File: src/rtl/can_pwr_seq.sv
module can_pwr_seq #(
  parameter int REJOIN_BITS = 11
) (
  input  logic clk,
  input  logic rst_n,
  input  logic rx,
  input  logic bit_tick,
  input  logic bus_idle,
  input  logic ifs_third,
  input  logic bus_off,
  input  logic core_busy,
  input  logic frz_line,
  input  logic ctl_halt,
  input  logic ctl_stop_set,
  input  logic ctl_stop_clr,
  input  logic ctl_selfwake,
  input  logic ctl_wake_mask,
  input  logic ctl_wake_clr,
  input  logic ctl_soft_rst,
  output logic stop_req,
  output logic frz_ack,
  output logic stop_ack,
  output logic not_ready,
  output logic clk_en,
  output logic tx_force_rec,
  output logic no_arb,
  output logic bus_on,
  output logic wake_flag,
  output logic wake_irq
);
  localparam int CW = $clog2(REJOIN_BITS);
  localparam logic [CW-1:0] LAST = CW'(REJOIN_BITS - 1);

  typedef enum logic [2:0] {M_RUN, M_FRZ, M_WBUS, M_WCORE, M_STOP} mode_t;

  mode_t mode;
  logic rx_m, rx_s, rx_d;
  logic sw_lat, synced;
  logic [CW-1:0] cnt;

  wire frz_req    = frz_line | ctl_halt;
  wire stopped    = (mode == M_STOP);
  wire wake_edge  = stopped & rx_d & ~rx_s;
  wire self_wake  = wake_edge & sw_lat;
  wire bus_gap    = bus_idle | (ifs_third & bit_tick & rx_s);
  wire enter_stop = (mode == M_WCORE) & stop_req & ~core_busy;

  always_ff @(posedge clk or negedge rst_n)
    if (!rst_n) {rx_m, rx_s, rx_d} <= 3'b111;
    else begin
      rx_m <= rx;
      rx_s <= rx_m;
      rx_d <= rx_s;
    end

  always_ff @(posedge clk or negedge rst_n)
    if (!rst_n) stop_req <= 1'b0;
    else if (ctl_soft_rst || self_wake || ctl_stop_clr) stop_req <= 1'b0;
    else if (ctl_stop_set) stop_req <= 1'b1;

  always_ff @(posedge clk or negedge rst_n)
    if (!rst_n) mode <= M_RUN;
    else if (ctl_soft_rst) mode <= M_RUN;
    else case (mode)
      M_RUN:   if (stop_req) mode <= M_WBUS;
               else if (frz_req) mode <= M_FRZ;
      M_FRZ:   if (!frz_req) mode <= M_RUN;
      M_WBUS:  if (!stop_req) mode <= M_RUN;
               else if (bus_gap) mode <= M_WCORE;
      M_WCORE: if (!stop_req) mode <= M_RUN;
               else if (!core_busy) mode <= M_STOP;
      M_STOP:  if (!stop_req || self_wake) mode <= M_RUN;
      default: mode <= M_RUN;
    endcase

  always_ff @(posedge clk or negedge rst_n)
    if (!rst_n) sw_lat <= 1'b0;
    else if (ctl_soft_rst) sw_lat <= 1'b0;
    else if (enter_stop) sw_lat <= ctl_selfwake;

  always_ff @(posedge clk or negedge rst_n)
    if (!rst_n) begin
      synced <= 1'b0;
      cnt    <= '0;
    end else if (ctl_soft_rst || mode == M_FRZ) begin
      synced <= 1'b0;
      cnt    <= '0;
    end else if (enter_stop) begin
      synced <= 1'b0;
      if (!bus_off) cnt <= '0;
    end else if (self_wake) begin
      if (!bus_off) begin
        synced <= 1'b1;
        cnt    <= '0;
      end
    end else if (!stopped && !synced && bit_tick) begin
      if (!rx_s) cnt <= '0;
      else if (cnt == LAST) begin
        cnt    <= '0;
        synced <= 1'b1;
      end else cnt <= cnt + 1'b1;
    end

  always_ff @(posedge clk or negedge rst_n)
    if (!rst_n) no_arb <= 1'b0;
    else if (ctl_soft_rst) no_arb <= 1'b0;
    else if (self_wake && !bus_off) no_arb <= 1'b1;
    else if (bus_idle) no_arb <= 1'b0;

  always_ff @(posedge clk or negedge rst_n)
    if (!rst_n) wake_flag <= 1'b0;
    else if (ctl_soft_rst) wake_flag <= 1'b0;
    else if (wake_edge) wake_flag <= 1'b1;
    else if (ctl_wake_clr) wake_flag <= 1'b0;

  assign frz_ack      = (mode == M_FRZ);
  assign stop_ack     = stopped;
  assign clk_en       = ~stopped;
  assign bus_on       = synced;
  assign not_ready    = frz_ack | stopped | ~synced;
  assign tx_force_rec = not_ready;
  assign wake_irq     = wake_flag & ctl_wake_mask;
endmodule

File: config.mk
export PLATFORM = sky130hd
export DESIGN_NAME = can_pwr_seq
export DESIGN_NICKNAME = d
export VERILOG_FILES = /design/src/rtl/can_pwr_seq.sv
export SDC_FILE = /design/constraint.sdc
export NUM_CORES = 1
export LEC_CHECK = 0
export BUFFER_PORTS_ARGS = -buffer_cell sky130_fd_sc_hd__buf_2
export CORE_ASPECT_RATIO = 1.1
export CORE_MARGIN = 8
export CORE_UTILIZATION = 40
export DETAILED_ROUTE_END_ITERATION = 8
export PLACE_DENSITY = 0.65
export SYNTH_ARGS = -nofsm -noshare
export SYNTH_HDL_FRONTEND = slang
export SYNTH_SLANG_ARGS = --single-unit
File: constraint.sdc
create_clock -name clk -period 4.9 [get_ports clk]
set_input_delay 0.98 -clock clk [delete_from_list [all_inputs] [get_ports clk]]
set_output_delay 0.98 -clock clk [all_outputs]
set_load 0.005 [all_outputs]
==> results.sh, run 1 <==
export IMPL_synth_edff_count=0
export IMPL_post_cts_resized=0
export IMPL_root_buffer="clkbuf_4"
export IMPL_gp_congestion=0.774
export IMPL_path_clk_slew_ps=100
export IMPL_finalHoldViolCount=0
export IMPL_drcViolationCount=0
export IMPL_drv_slew=0
export IMPL_gr_usage_met3=0.0352
export IMPL_leakage_nw=0.489
export IMPL_start_util=0.412
export IMPL_hold_class="reg -> reg"
export IMPL_drv_cap=0
export IMPL_worst_clock_skew_ps=1.58
export IMPL_diodes=0
export IMPL_status="completed"
export IMPL_pwr_share_comb=0.144
export IMPL_min_period_over_period=0.538
export IMPL_cts_buffers=3
export IMPL_ys_flop_type="dfrtp_1"
export IMPL_finalSetupViolCount=0
export IMPL_nFillCells=224
export IMPL_drive_above_1_share=0.331
export IMPL_path_max_fanout=8
export IMPL_ys_seq_elements=15
export IMPL_max_stage_delay_ps=540
export IMPL_grt_util_met2=0.175
export IMPL_synth_cells=96
export IMPL_fmax_ghz=0.380
export IMPL_core_mm2=0.00218
export IMPL_grt_util_all_layers=0.115
export IMPL_drtIter0Drc=27
export IMPL_hold_slack_ps=362
export IMPL_ys_types=40
export IMPL_final_cell_area_mm2=0.00106
export IMPL_syn_area_per_cell_um2=9.37
export IMPL_fp_dieW_um=61.2
export IMPL_synth_area_leaders="dfrtp_1 33%, dfstp_2 8.8%, nor2_1 3.8%"
export IMPL_crit_slowest_cell="or3b_1"
export IMPL_htree_num_levels=1
export IMPL_dp_cells=147
export IMPL_finalPower_mw=0.244
export IMPL_rr_endpoint="cnt[3]"
export IMPL_tns_ps=0
export IMPL_postCtsSetupRepairBufs=0
export IMPL_antenna_found_initial=0
export IMPL_powerDensity_mw_per_mm2=229
export IMPL_final_nets=140
export IMPL_clkLatencyLatePin_ps=280
export IMPL_cts_buffer_depth=2
export IMPL_area_growth_pct=18.2
export IMPL_grt_max_degree=16
export IMPL_intPower_mw=0.176
export IMPL_rsz0062_at_grt="false"
export IMPL_switchingPower_mw=0.0680
export IMPL_crit_path_cell_trace="or3b_1 -> inv_1 -> buf_2"
export IMPL_rows=18
export IMPL_wl_mm=2.12
export IMPL_ys_seq_area_frac=0.421
export IMPL_viasPerCell=5.26
export IMPL_cts_tree="done"
export IMPL_cp_start_kind="flop"
export IMPL_num_vias=795
export IMPL_wl_per_cell_um=14.0
export IMPL_crit_required_ps=3920
export IMPL_async_flop_share=1.00
export IMPL_dp_hpwl_mm=1.56
export IMPL_power_share_switching=0.279
export IMPL_slew_headroom=0.750
export IMPL_worst_r2r_cell_count=5
export IMPL_ctsHoldBuffers=0
export IMPL_die_h_um=65.7
export IMPL_synth_fp_nets=114
export IMPL_vdd_drop_max_mv=0.141
export IMPL_met1_usage=0.144
export IMPL_crit_path_start="mode[0]"
export IMPL_grt_overflow=0
export IMPL_io_buffers=25
export IMPL_dr_pass1_iters=4
export IMPL_period_minus_slack_ps=2630
export IMPL_multiInputGateArea_um2=468
export IMPL_crit_end="stop_ack"
export IMPL_pwr_share_seq=0.556
export IMPL_synth_most_common_cell="dfrtp_1"
export IMPL_grt_pass1_wl_mm=3.57
export IMPL_synth_top_area_frac=0.334
export IMPL_placed_area_mm2=0.00104
export IMPL_crit_type="reg -> out"
export IMPL_yosysTopAreaCell="dfrtp_1"
export IMPL_antenna_left=0
export IMPL_busiest_layer="met2"
export IMPL_grt_pass1_vias=795
export IMPL_tightest_slew_ps=373
export IMPL_final_cells=151
export IMPL_regToRegSetupSlack_ps=2960
export IMPL_synthTopCellsByCount="12 x dfrtp_1, 9 x nor2_1, 7 x inv_1, 7 x nand2_1"
export IMPL_syn_area_um2=900
export IMPL_end_kind="primary output"
export IMPL_die_area_mm2=0.00402
export IMPL_cts_sinks=15
export IMPL_pin_count=26
export IMPL_r2r_start="mode[0]"
export IMPL_register_area_um2=379
export IMPL_yosys_warnings=0
export IMPL_cp_arrival_ps=1650
export IMPL_p_clk_frac=0.300
-- worst max-delay path, delay by kind of cell (launching register included) --
kind / cells / cell delay (ps)
buffers and inverters: 2 / 360
flip-flops: 1 / 470
AND/OR/NAND/NOR: 1 / 540
-- sequential cells by signal, indices dropped and copies added, names as in the netlist --
name	cells
bus_on	1
cnt	4
mode	3
no_arb	1
rx_d	1
rx_m	1
rx_s	1
stop_req	1
sw_lat	1
wake_flag	1
-- per-stage QoR --
stage,utilization,setup WS [ps]
2_1_floorplan,-,2760
3_3_place_gp,0.474,2610
3_5_place_dp,0.474,2600
4_1_cts,0.487,2280
5_1_grt,0.487,2190
6_report,0.487,2270
-- worst min-delay path by stage --
stage	startpoint	depth (start not counted)	end	slack, ps
finish	rx_m	0	rx_s	360
CTS	rx_m	0	rx_s	360
detailed placement	rx_m	0	rx_s	350
global route	rx_m	0	rx_s	370
global placement	rx_m	0	rx_s	350
floorplan	rx_m	0	rx_s	350
-- layout make-up --
cell class | instances | area share
inverters | 7 | 0.0247
clock buffers | 3 | 0.0212
repair buffers | 25 | 0.118
multi-input cells | 70 | 0.440
clock inverters | 1 | 0.00471
flip-flops and latches | 15 | 0.356
well taps | 30 | 0.0353
-- logic make-up after synthesis --
logic type,count (synthesis),share of synthesized area
AO/OA/AOI/OAI,23,0.188
flip-flops,15,0.421
buffers and inverters,11,0.0584
multiplexers,1,0.0250
adder cells (fa/ha/maj),2,0.0278
AND/OR/NAND/NOR,44,0.280
-- cells in the final DEF, fill, tap and decap left out, drive strengths merged --
cell type	instances
or3b	2
o2111ai	1
o22ai	2
inv	7
o21bai	1
mux2i	1
dfstp	3
and4bb	1
a2bb2oi	2
and3b	1
nor4b	1
and2	1
nor4	1
a211o	1
nor2	9
nor2b	3
nand2b	3
clkinv	1
nand2	7
nor3	4
nor3b	1
a211oi	2
clkbuf	3
a32oi	1
nand3b	2
and2b	1
buf	25
nand3	6
or4	1
a21oi	6
o211ai	2
a22oi	1
ha	2
dfrtp	12
o21ai	4
-- layer usage --
metal  share of wire  routed length [um]  up-vias
li1                -                   -      394
met1            0.47                 992      371
met2            0.45                 945       28
met3           0.078                 166        2
met4          0.0052                  11        0
met5               0                   0        -
-- power groups by stage --
stage | sequential (mW) | combinational [mW] | clock (mW)
after floorplan | 0.135 | 0.0221 | 0
after global placement | 0.137 | 0.0349 | 0
after detailed placement | 0.138 | 0.0353 | 0
after CTS | 0.135 | 0.0354 | 0.0766
after global routing | 0.137 | 0.0399 | 0.0811
final | 0.135 | 0.0350 | 0.0730
(Power assumes the default switching activity.)
==> inputs of run 2 (changes only) <==
--- a/config.mk
+++ b/config.mk
@@ -5,12 +5,13 @@
 export SDC_FILE = /design/constraint.sdc
 export NUM_CORES = 1
 export LEC_CHECK = 0
+export ABC_AREA = 1
 export BUFFER_PORTS_ARGS = -buffer_cell sky130_fd_sc_hd__buf_2
 export CORE_ASPECT_RATIO = 1.1
 export CORE_MARGIN = 8
 export CORE_UTILIZATION = 40
 export DETAILED_ROUTE_END_ITERATION = 8
-export PLACE_DENSITY = 0.65
+export PLACE_DENSITY = 0.64
 export SYNTH_ARGS = -nofsm -noshare
 export SYNTH_HDL_FRONTEND = slang
 export SYNTH_SLANG_ARGS = --single-unit
==> constraint.sdc (replaced) <==
create_clock -name clk -period 2.6 [get_ports clk]
set_input_delay 0.52 -clock clk [delete_from_list [all_inputs] [get_ports clk]]
set_output_delay 0.52 -clock clk [all_outputs]
set_load 0.005 [all_outputs]
==> results.sh, run 2 <==
export IMPL_area_growth_pct=18.5
export IMPL_synth_top_area_frac=0.302
export IMPL_antenna_left=0
export IMPL_cts_buffer_depth=2
export IMPL_status="completed"
export IMPL_antenna_found_initial=0
export IMPL_wl_per_cell_um=11.9
export IMPL_min_period_over_period=0.672
export IMPL_grt_overflow=0
export IMPL_ys_seq_elements=15
export IMPL_synth_cells=144
export IMPL_drv_slew=0
export IMPL_dr_pass1_iters=4
export IMPL_grt_util_all_layers=0.118
export IMPL_path_clk_slew_ps=100
export IMPL_drive_above_1_share=0.291
export IMPL_powerDensity_mw_per_mm2=439
export IMPL_drcViolationCount=0
export IMPL_wl_mm=2.43
export IMPL_core_mm2=0.00242
export IMPL_setup_ws_ps=852
export IMPL_ys_flop_type="dfrtp_1"
export IMPL_crit_type="reg -> out"
export IMPL_cts_buffers=3
export IMPL_largest_reg_flops=4
export IMPL_rr_endpoint="cnt[1]"
export IMPL_rsz0062_at_grt="false"
export IMPL_end_kind="primary output"
export IMPL_period_minus_slack_ps=1750
export IMPL_async_flop_share=1.00
export IMPL_cts_sinks=15
export IMPL_cp_start_kind="flop"
export IMPL_cts_tree="done"
export IMPL_synth_fp_nets=162
export IMPL_regToRegSetupSlack_ps=1200
export IMPL_yosysTopAreaCell="dfrtp_1"
export IMPL_diodes=0
export IMPL_fmax_ghz=0.572
export IMPL_tns_ps=0
export IMPL_vdd_drop_max_mv=0.222
export IMPL_ctsHoldBuffers=0
export IMPL_syn_area_per_cell_um2=6.92
export IMPL_top_regs="cnt x4, mode x3"
export IMPL_root_buffer="clkbuf_4"
export IMPL_gp_congestion=0.914
export IMPL_hold_class="in -> async"
export IMPL_post_cts_resized=0
export IMPL_tightest_slew_ps=343
export IMPL_path_max_fanout=5
export IMPL_rows=19
export IMPL_crit_required_ps=2080
export IMPL_top_register="cnt"
export IMPL_postCtsSetupRepairBufs=0
export IMPL_ys_seq_area_frac=0.381
export IMPL_pre_cts_ws_ps=1100
export IMPL_worst_clock_skew_ps=8.73
export IMPL_synth_most_common_cell="nand2_1"
export IMPL_start_util=0.411
export IMPL_fp_dieW_um=63.6
export IMPL_finalHoldViolCount=0
export IMPL_grt_pass1_wl_mm=4.18
export IMPL_r2r_start="cnt[0]"
export IMPL_drtIter0Drc=62
export IMPL_drv_cap=0
export IMPL_synth_edff_count=0
export IMPL_slew_headroom=0.772
export IMPL_grt_pass1_vias=998
export IMPL_worst_r2r_cell_count=9
export IMPL_synthTopCellsByCount="47 x nand2_1, 20 x inv_1, 12 x dfrtp_1, 12 x nand3_1, 11 x nor2_1"
export IMPL_die_h_um=68.3
export IMPL_htree_num_levels=1
export IMPL_pin_count=26
export IMPL_layout_common_cells="47 x nand2_1, 25 x buf_2, 20 x inv_1"
export IMPL_num_vias=997
export IMPL_ys_types=24
export IMPL_clkLatencyLatePin_ps=290
export IMPL_viasPerCell=4.91
export IMPL_cp_arrival_ps=1230
export IMPL_leakage_nw=0.689
export IMPL_dp_hpwl_mm=1.99
export IMPL_finalSetupViolCount=0
export IMPL_yosys_warnings=0
export IMPL_final_nets=191
export IMPL_syn_area_um2=996
export IMPL_final_common_cell="nand2_1"
export IMPL_io_buffers=25
export IMPL_grt_max_degree=16
export IMPL_synth_area_leaders="dfrtp_1 30%, nand2_1 18%, dfstp_2 7.9%"
export IMPL_die_area_mm2=0.00434
run 2: cell count changes after synthesis, moves of 4 or more:
cell and change:
inv_2 +4, nand2_2 +5, nand2_1 +40, nand4_1 +5
nor2_2 +4, inv_1 +13, nand3_1 +6
run 2: through the flow:
stage	hold WS, ps	power, mW	cell area [um2]	std cells	utilization
floorplan	224	0.342	996	144	-
global placement	346	0.382	1150	199	0.475
detailed placement	348	0.385	1150	199	0.475
CTS	130	0.525	1180	203	0.487
global route	144	0.551	1180	203	0.487
finish	118	0.518	1180	203	0.487
run 2: worst max path at each step:
stage / startpoint / endpoint / slack, ps / cells past startpoint
final: mode[0] / not_ready / 850 / 4
after CTS: mode[0] / not_ready / 830 / 4
after floorplan: mode[0] / tx_force_rec / 1200 / 4
after global routing: mode[2] / tx_force_rec / 760 / 6
after global placement: ctl_halt / mode[0] / 1150 / 8
after detailed placement: ctl_halt / mode[1] / 1100 / 8
run 2: critical path, cell delays in order (launching register included):
cell and delay, ps:
dfrtp_1 460, nor2_2 160, nand2_2 110, nand3_1 100
buf_2 110
run 2: area by class of cell:
cell class / count / area, um2
clock buffers: 3 / 22.5
clock inverters: 1 / 5.00
fillers: 266 / 1240
inverters: 24 / 90.1
multi-input cells: 104 / 519
flip-flops and latches: 15 / 379
well taps: 31 / 38.8
repair buffers: 25 / 125
run 2: report_power, final:
part           leakage (nW)  internal [mW]  total, mW  switching, mW
logic                 0.475         0.0430      0.117         0.0745
registers             0.197          0.246      0.263         0.0172
clock network        0.0177         0.0570      0.138         0.0809
run 2: logic make-up after synthesis:
| group | Yosys count | share of synthesized area |
|---|---|---|
| fa+ha+maj | 2 | 0.0251 |
| compound gates | 8 | 0.0465 |
| flops | 15 | 0.381 |
| xor+xnor | 1 | 0.00880 |
| simple gates | 93 | 0.441 |
| buf+inv | 25 | 0.0980 |
run 2: per-layer routing:
layer	global-route usage	vias to the layer above	share of wire
li1	-	508	-
met1	0.128	450	0.43
met4	0.0724	0	0.020
met2	0.212	33	0.49
met5	0	-	0
met3	0.0245	6	0.056
==> inputs of run 3 (changes only) <==
--- a/config.mk
+++ b/config.mk
@@ -11,7 +11,7 @@
 export CORE_MARGIN = 8
 export CORE_UTILIZATION = 40
 export DETAILED_ROUTE_END_ITERATION = 8
-export PLACE_DENSITY = 0.64
+export PLACE_DENSITY = 0.67
 export SYNTH_ARGS = -nofsm -noshare
 export SYNTH_HDL_FRONTEND = slang
 export SYNTH_SLANG_ARGS = --single-unit
==> constraint.sdc (replaced) <==
create_clock -name clk -period 1.46 [get_ports clk]
set_input_delay 0.292 -clock clk [delete_from_list [all_inputs] [get_ports clk]]
set_output_delay 0.292 -clock clk [all_outputs]
set_load 0.005 [all_outputs]
==> results.sh, run 3 (synthesis results as in run 2) <==
export IMPL_area_growth_pct=35.9
export IMPL_violations="negative setup slack"
export IMPL_final_common_cell="nand2_1"
export IMPL_grt_overflow=0
export IMPL_grt_util_all_layers=0.124
export IMPL_crit_required_ps=1170
export IMPL_core_mm2=0.00242
export IMPL_multiInputGateArea_um2=563
export IMPL_largest_reg_flops=4
export IMPL_rsz0062_at_grt="true"
export IMPL_wl_per_cell_um=12.1
export IMPL_setup_ws_ps=-12.7
export IMPL_fp_dieW_um=63.6
export IMPL_drv_cap=0
export IMPL_min_period_over_period=1.01
export IMPL_crit_path_cell_trace="nor2_4 -> nand2_4 -> nand3_2 -> buf_2"
export IMPL_cts_tree="done"
export IMPL_final_nets=205
export IMPL_hold_start="rx"
export IMPL_antenna_found_initial=0
export IMPL_finalHoldViolCount=0
export IMPL_vdd_drop_max_mv=0.406
export IMPL_root_buffer="clkbuf_4"
export IMPL_drcViolationCount=0
export IMPL_fmax_ghz=0.679
export IMPL_crit_slowest_cell="dfrtp_2"
export IMPL_grt_pass1_vias=1029
export IMPL_end_kind="primary output"
export IMPL_cts_buffers=3
export IMPL_htree_num_levels=1
export IMPL_worst_r2r_cell_count=8
export IMPL_rows=19
export IMPL_status="finished with violations"
export IMPL_cts_buffer_depth=2
export IMPL_start_util=0.411
export IMPL_max_stage_delay_ps=460
export IMPL_r2r_start="mode[0]"
export IMPL_dr_pass1_iters=4
export IMPL_gp_congestion=0.854
export IMPL_die_area_mm2=0.00434
export IMPL_dr_wl_met3_um=96
export IMPL_pin_count=26
export IMPL_wl_mm=2.63
export IMPL_period_minus_slack_ps=1470
export IMPL_diodes=0
export IMPL_leakage_nw=0.773
export IMPL_highest_layer="met4"
export IMPL_top_register="cnt"
export IMPL_path_max_fanout=4
export IMPL_hold_end="rx_m"
export IMPL_fin_util=0.558
export IMPL_grt_max_degree=16
export IMPL_pre_cts_ws_ps=56.4
export IMPL_clkLatencyLatePin_ps=280
export IMPL_num_vias=1039
export IMPL_rr_endpoint="cnt[0]"
export IMPL_top_regs="cnt x4, mode x3"
export IMPL_drt_met1_wl_mm=1.15
export IMPL_drv_slew=0
export IMPL_dp_hpwl_mm=2.00
export IMPL_hold_path_depth=1
export IMPL_path_clk_slew_ps=90
export IMPL_crit_type="reg -> out"
export IMPL_powerDensity_mw_per_mm2=778
export IMPL_cts_sinks=15
export IMPL_hold_class="in -> reg"
export IMPL_cp_arrival_ps=1180
export IMPL_worst_clock_skew_ps=0.865
export IMPL_layout_common_cells="46 x nand2_1, 25 x buf_2, 18 x inv_1"
export IMPL_regToRegSetupSlack_ps=0
export IMPL_finalSetupViolCount=3
export IMPL_drive_above_1_share=0.392
export IMPL_cp_start_kind="flop"
export IMPL_io_buffers=25
export IMPL_antenna_left=0
export IMPL_slew_headroom=0.772
export IMPL_register_area_um2=383
export IMPL_die_h_um=68.3
export IMPL_route_met2_wl_mm=1.37
export IMPL_viasPerCell=4.79
export IMPL_nFillCells=237
export IMPL_tightest_slew_ps=342
export IMPL_drtIter0Drc=56
export IMPL_grt_pass1_wl_mm=4.33
-- run 3: through the flow --
step                instance area [um2]  instances  hold slack [ps]  TNS (ps)  total power [mW]
floorplan                           996        144            -3.59         0             0.610
finish                             1350        217              102     -25.1              1.05
global route                       1350        217             81.8      -499              1.12
global placement                   1160        200              217         0             0.684
detailed placement                 1160        200              219         0             0.691
CTS                                1290        212             94.3     -1.45             0.998
-- run 3: worst max-delay path by stage --
| stage | depth (start not counted) | from | endpoint |
|---|---|---|---|
| detailed placement | 8 | rx_s | cnt[0] |
| global route | 8 | mode[0] | cnt[0] |
| finish | 4 | mode[0] | not_ready |
| CTS | 4 | mode[1] | not_ready |
| floorplan | 8 | rx_s | cnt[0] |
| global placement | 8 | rx_s | cnt[0] |
-- run 3: what timing repair did --
action                                  4_1_cts  5_1_grt
hold buffers                                  1        0
hold endpoints to repair                     12        0
resized for setup                             9        8
setup buffers                                 7        5
pin swaps                                     4        8
endpoints found under the setup margin        5       12
-- run 3: metal layers --
layer,vias to the layer above,global-route usage
met4,0,0.0557
met5,-,0
met2,20,0.246
met1,482,0.124
met3,2,0.0262
li1,535,-
-- run 3: critical path: cells and delay by family, from the launching register on --
family | cells | cell delay [ps]
flip-flops | 1 | 460
AND/OR/NAND/NOR | 3 | 330
buffers and inverters | 1 | 110
-- run 3: area by class of cell --
| type | instances | share of cell area |
|---|---|---|
| Multi-Input combinational cell | 104 | 0.416 |
| Sequential cell | 15 | 0.283 |
| Timing Repair Buffer | 39 | 0.184 |
| Inverter | 24 | 0.0684 |
| Clock inverter | 1 | 0.00370 |
| Tap cell | 31 | 0.0287 |
| Clock buffer | 3 | 0.0166 |
-- run 3: where the power goes --
| part | internal, mW | switching [mW] |
|---|---|---|
| Combinational | 0.160 | 0.187 |
| Clock | 0.101 | 0.134 |
| Sequential | 0.440 | 0.0306 |
